**src/rtl/ipq_pkg.sv**
```systemverilog
package ipq_pkg;

   // Kind of occupancy change in one cycle
   typedef enum logic [1:0] {
      IPQ_HOLD = 2'b00,
      IPQ_POP  = 2'b01,
      IPQ_PUSH = 2'b10,
      IPQ_BOTH = 2'b11
   } ipq_op_e;

   function automatic ipq_op_e ipq_op(input logic push, input logic pop);
      return ipq_op_e'({push, pop});
   endfunction

endpackage

```
**src/rtl/ipq_slot.sv**
```systemverilog
module ipq_slot #(
   parameter int unsigned W = 64
) (
   input  logic         clk_i,
   input  logic         rst_ni,
   input  logic         shift_en_i,
   input  logic         load_en_i,
   input  logic [W-1:0] load_d_i,
   input  logic [W-1:0] next_d_i,
   output logic [W-1:0] q_o
);

   logic [W-1:0] q_r;

   always_ff @(posedge clk_i) begin
      if (!rst_ni) begin
         q_r <= '0;
      end else if (load_en_i) begin
         q_r <= load_d_i;
      end else if (shift_en_i) begin
         q_r <= next_d_i;
      end
   end

   assign q_o = q_r;

endmodule

```
**src/rtl/ipq_ctrl.sv**
```systemverilog
module ipq_ctrl
   import ipq_pkg::*;
#(
   parameter int unsigned DEPTH     = 4,
   parameter bit          BYPASS_EN = 1'b1,
   localparam int unsigned CNT_W    = $clog2(DEPTH + 1)
) (
   input  logic             clk_i,
   input  logic             rst_ni,
   input  logic             flush_i,
   input  logic             in_vld_i,
   input  logic             out_rdy_i,
   output logic             fetch_req_o,
   output logic             out_vld_o,
   output logic             bypass_o,
   output logic             shift_en_o,
   output logic [DEPTH-1:0] load_vec_o,
   output logic [CNT_W-1:0] cnt_o
);

   logic [CNT_W-1:0] cnt_r;
   logic [CNT_W-1:0] cnt_nx;
   logic [CNT_W-1:0] wr_idx;
   logic             empty;
   logic             full;
   logic             bypass_avail;
   logic             pop;
   logic             pop_st;
   logic             take_in;
   logic             push;
   ipq_op_e          op;

   assign empty = (cnt_r == '0);
   assign full  = (cnt_r == CNT_W'(DEPTH));

   generate
      if (BYPASS_EN) begin : g_byp
         assign bypass_avail = empty && in_vld_i;
      end else begin : g_nobyp
         assign bypass_avail = 1'b0;
      end
   endgenerate

   assign out_vld_o   = !flush_i && (!empty || bypass_avail);
   assign pop         = out_vld_o && out_rdy_i;
   assign pop_st      = pop && !empty;
   assign fetch_req_o = flush_i || !(full && !pop);
   assign take_in     = in_vld_i && fetch_req_o && !flush_i;
   assign push        = take_in && !(empty && pop);
   assign bypass_o    = empty;
   assign shift_en_o  = pop_st;
   assign op          = ipq_op(push, pop_st);
   assign wr_idx      = pop_st ? (cnt_r - CNT_W'(1)) : cnt_r;

   generate
      for (genvar i = 0; i < DEPTH; i++) begin : g_ld
         assign load_vec_o[i] = push && (wr_idx == CNT_W'(i));
      end
   endgenerate

   always_comb begin
      cnt_nx = cnt_r;
      if (flush_i) begin
         cnt_nx = '0;
      end else begin
         unique case (op)
            IPQ_PUSH: cnt_nx = cnt_r + CNT_W'(1);
            IPQ_POP:  cnt_nx = cnt_r - CNT_W'(1);
            default:  cnt_nx = cnt_r;
         endcase
      end
   end

   always_ff @(posedge clk_i) begin
      if (!rst_ni) begin
         cnt_r <= '0;
      end else begin
         cnt_r <= cnt_nx;
      end
   end

   assign cnt_o = cnt_r;

endmodule

```
**src/rtl/instr_prefetch_queue.sv**
```systemverilog
module instr_prefetch_queue #(
   parameter int unsigned INSTR_W   = 32,
   parameter int unsigned PC_W      = 32,
   parameter int unsigned DEPTH     = 4,
   parameter bit          BYPASS_EN = 1'b1
) (
   input  logic               clk_i,
   input  logic               rst_ni,
   input  logic               flush_i,
   output logic               fetch_req_o,
   input  logic               fill_vld_i,
   input  logic [INSTR_W-1:0] fill_instr_i,
   input  logic [PC_W-1:0]    fill_pc_i,
   output logic               dec_vld_o,
   output logic [INSTR_W-1:0] dec_instr_o,
   output logic [PC_W-1:0]    dec_pc_o,
   input  logic               dec_rdy_i
);

   localparam int unsigned ENT_W = INSTR_W + PC_W;
   localparam int unsigned CNT_W = $clog2(DEPTH + 1);

   generate
      if (DEPTH < 2) begin : g_bad_depth
         $error("instr_prefetch_queue: DEPTH must be at least 2");
      end
      if (INSTR_W < 1 || PC_W < 1) begin : g_bad_width
         $error("instr_prefetch_queue: widths must be positive");
      end
   endgenerate

   logic [DEPTH-1:0] load_vec;
   logic             shift_en;
   logic             is_empty;
   logic [CNT_W-1:0] occ_cnt;
   logic [ENT_W-1:0] fill_ent;
   logic [ENT_W-1:0] slot_q [DEPTH];
   logic [ENT_W-1:0] head_ent;

   assign fill_ent = {fill_pc_i, fill_instr_i};

   ipq_ctrl #(
      .DEPTH    (DEPTH),
      .BYPASS_EN(BYPASS_EN)
   ) u_ctrl (
      .clk_i      (clk_i),
      .rst_ni     (rst_ni),
      .flush_i    (flush_i),
      .in_vld_i   (fill_vld_i),
      .out_rdy_i  (dec_rdy_i),
      .fetch_req_o(fetch_req_o),
      .out_vld_o  (dec_vld_o),
      .bypass_o   (is_empty),
      .shift_en_o (shift_en),
      .load_vec_o (load_vec),
      .cnt_o      (occ_cnt)
   );

   generate
      for (genvar i = 0; i < DEPTH; i++) begin : g_slot
         logic [ENT_W-1:0] nxt;
         if (i == DEPTH - 1) begin : g_tail
            assign nxt = '0;
         end else begin : g_mid
            assign nxt = slot_q[i+1];
         end
         ipq_slot #(.W(ENT_W)) u_slot (
            .clk_i     (clk_i),
            .rst_ni    (rst_ni),
            .shift_en_i(shift_en),
            .load_en_i (load_vec[i]),
            .load_d_i  (fill_ent),
            .next_d_i  (nxt),
            .q_o       (slot_q[i])
         );
      end
   endgenerate

   generate
      if (BYPASS_EN) begin : g_out_byp
         assign head_ent = is_empty ? fill_ent : slot_q[0];
      end else begin : g_out_reg
         assign head_ent = slot_q[0];
      end
   endgenerate

   assign dec_instr_o = head_ent[INSTR_W-1:0];
   assign dec_pc_o    = head_ent[ENT_W-1:INSTR_W];

endmodule

```
**config.mk**
```make
export PLATFORM = sky130hd
export DESIGN_NAME = instr_prefetch_queue
export DESIGN_NICKNAME = d
export VERILOG_FILES = /design/src/rtl/ipq_pkg.sv /design/src/rtl/ipq_slot.sv /design/src/rtl/ipq_ctrl.sv /design/src/rtl/instr_prefetch_queue.sv
export SDC_FILE = /design/constraint.sdc
export NUM_CORES = 1
export LEC_CHECK = 0
export ABC_AREA = 1
export CAP_MARGIN = 10
export CORE_MARGIN = 1
export CORE_UTILIZATION = 35
export CTS_CLUSTER_DIAMETER = 40
export CTS_CLUSTER_SIZE = 28
export DETAILED_ROUTE_END_ITERATION = 7
export DONT_BUFFER_PORTS = 1
export MAX_ROUTING_LAYER = met4
export PLACE_DENSITY_LB_ADDON = 0.05
export SLEW_MARGIN = 5
export SYNTH_ARGS = -nofsm -noshare
export SYNTH_HDL_FRONTEND = slang
export SYNTH_SLANG_ARGS = --single-unit
```
**constraint.sdc**
```tcl
create_clock -name clk_i -period 6.8 [get_ports clk_i]
set_clock_uncertainty 0.15 [all_clocks]
set_input_delay 1.36 -clock clk_i [delete_from_list [all_inputs] [get_ports clk_i]]
set_output_delay 1.36 -clock clk_i [all_outputs]
set_load 0.1 [all_outputs]
```
==> key figures <==
Outcome
  – Outcome: completed

Detailed routing
  – ANT nets after route: 0
  – WL final: 43600 um
  – Vias: 13100
  – Routed wire length per instance: 17.5 um
  – DR pass1 iterations: 5
  – Vias per cell: 5.28
  – Drt drc: 0
  – 1st-iter DRT viols: 866

Synthesis
  – Register area share after synthesis: 39.3%
  – Mapped Nets: 2124
  – Syn Inst Count: 2051
  – Yosys cell types: 21
  – Synth warn: 0
  – Post-Syn Area: 13200 um^2
  – Average size of a mapped cell: 6.43 um^2
  – Post-synthesis register bit count: 259

Place
  – I/O Buffers: 0
  – Final HPWL DP: 22900 um
  – Placer Congestion: 0.737

Final layout
  – Multi-input logic area: 7150 um^2
  – # diodes: 0
  – Storage cell area: 5180 um^2
  – Filler instances: 3954
  – Commonest non-fill, non-tap cells in the layout: nand2_1, nand3_1, dfxtp_1
  – Commonest non-fill, non-tap cell in the layout: nand2_1
  – Final net count: 2016
  – Share of layout cells above drive strength 1: 10.1%
  – Layout area overhead: 15.5%

Min path
  – Min-Delay Path Class: register to register

Floorplan
  – Core Region: 36900 um^2
  – Total Die Area: 38500 um^2
  – Row cnt: 70
  – I/O pin count: 135
  – Initial Util: 35.8%
  – Width of the die: 196 um
  – Die Y: 196 um

Timing
  – Rel. slew slack: 20.4%
  – Tmin final: 4930 ps
  – Final hold violations: 0
  – Max Freq: 203 MHz
  – Slew @ Worst Pin: 1190 ps
  – Max Transition Viols Final: 0
  – TNS Setup: 0 ps
  – Final setup vio count: 0
  – RSZ-0062 raised after global routing: no
  – Period utilization: 72.5%

Clock tree
  – Post-CTS Setup Repair Bufs: 0
  – Max Root-Sink Buffers: 3
  – CTS tree: yes
  – Clock-pin slew on the worst setup and hold paths: 40 ps
  – CTS Buf Count: 52
  – Clk_lat worst skew: 580 ps
  – CTS resizes: 0
  – H-tree lvl count: 2
  – Root buffer cell: clkbuf_16
  – CTS hold repair buffers: 0
  – Sink Count: 259

Pwr
  – Switching Share: 32.0%
  – Logic pwr share: 15.6%
  – Power Dens Cells: 315 nW/um^2
  – Leakage power: 6.00 nW
  – Psw: 1.54 mW
  – Max IR drop VDD: 0.175 mV
  – Clock power share: 51.3%
  – Reg power frac: 33.1%
  – Internal power: 3.26 mW
  – Power, Total: 4.80 mW

Worst setup path
  – CP Data Required Time: 5290 ps
  – Critical path data arrival time: 3420 ps
  – Setup Crit Path Kind: register to output pin
  – Worst path slowest cell: buf_4
  – Worst path cell trace: inv_1 > ha_1 > nand2_8 > buf_4 > nand2_1 > o21ai_2
  – Worst Setup Start Kind: register
  – Crit Path Max Fanout: 75
  – WP buf/inv: 2
  – Slowest stage delay, CP: 750 ps
  – Delay-heaviest family, CP: buffers and inverters
  – Worst Setup End Kind: output pin

Global routing
  – Vias in the first global route: 12400
  – Antenna violations before repair: 0
  – GRT overflow: 0
  – GRT Util Overall: 23.3%
  – Largest net degree at the start of global routing: 116
  – First-pass GRT wire length: 70500 um

Flow run
  – Max Cap Viol: 0
==> power groups by stage <==
stage / Sequential, mW / Combinational [mW] / Clock [mW]
after floorplan: 1.61 / 0.601 / 0
after global placement: 1.62 / 0.753 / 0
after detailed placement: 1.62 / 0.754 / 0
after CTS: 1.59 / 0.755 / 2.53
after global routing: 1.59 / 0.795 / 2.60
final: 1.59 / 0.747 / 2.46
==> sequential cells by signal (all words and copies together), names as in the netlist <==
name               cells
u_ctrl.cnt_o           3
g_slot.u_slot.q_o    256
==> metal layers <==
| metal | part of all wire, % | global-route usage [%] | vias to the layer above | routed length (um) |
|---|---|---|---|---|
| met5 | 0 | - | - | 0 |
| met4 | 2.1 | 7.09 | 0 | 913 |
| met3 | 5.3 | 4.18 | 64 | 2320 |
| met2 | 45 | 36.5 | 303 | 19600 |
| met1 | 48 | 30.6 | 6173 | 20800 |
| li1 | - | - | 6600 | - |
==> path summary, 6_finish.rpt <==
path | startpoint | end | slack (ps) | depth (start not counted)
max | u_ctrl.cnt_o[0] | dec_pc_o[4] | 1870 | 6
min | g_slot[3].u_slot.q_o[63] | g_slot[3].u_slot.q_o[63] | 330 | 2
max reg2reg | u_ctrl.cnt_o[0] | g_slot[2].u_slot.q_o[35] | 2280 | 12
min reg2reg | g_slot[3].u_slot.q_o[63] | g_slot[3].u_slot.q_o[63] | 330 | 2
==> kinds of logic (layout without fill, tap and decap cells) <==
logic type | Yosys count | in the layout | share of synthesized area (%)
simple gates | 1184 | 1184 | 38.8
compound gates | 328 | 328 | 12.5
fa+ha+maj | 4 | 4 | 0.379
flops | 259 | 259 | 39.3
xor+xnor | 3 | 3 | 0.199
buf+inv | 273 | 208 | 8.82
==> worst reg2reg max path, delay by kind of cell (launching register included) <==
family / cells / cell delay (ps)
AO/OA/AOI/OAI: 1 / 70
AND/OR/NAND/NOR: 7 / 1860
adder cells (fa/ha/maj): 1 / 300
flip-flops: 1 / 430
buffers and inverters: 3 / 1580
==> cells in the mapped netlist, drive strengths merged <==
library cell    n  area share, %
a21oi         259            9.8
buf           121            4.5
clkbuf         75            2.1
dfxtp         259             39
ha              4           0.38
inv            77            2.2
nand2         658             19
nand3         515             20
nand4           5           0.24
nor2            6           0.23
o21ai          69            2.6
xnor2           1          0.066
xor2            2           0.13
==> layout make-up <==
class / count / area share [%]
multi-input combinational: 1519 / 46.9
sequential: 259 / 34.0
clock buffer: 73 / 9.72
tap: 504 / 4.14
inverter: 77 / 1.98
timing repair buffer: 34 / 1.76
clock inverter: 24 / 1.44
==> metrics by stage <==
step	instance area (um^2)	hold WS, ps	cells	utilization (%)	setup slack (ps)
CTS	15200	330	2490	41.3	1810
global placement	13500	318	2393	36.7	2250
detailed placement	13500	322	2393	36.7	2210
floorplan	13200	307	2051	-	1760
global route	15200	345	2490	41.3	1640
finish	15200	327	2490	41.3	1870
(Power assumes the default switching activity.)
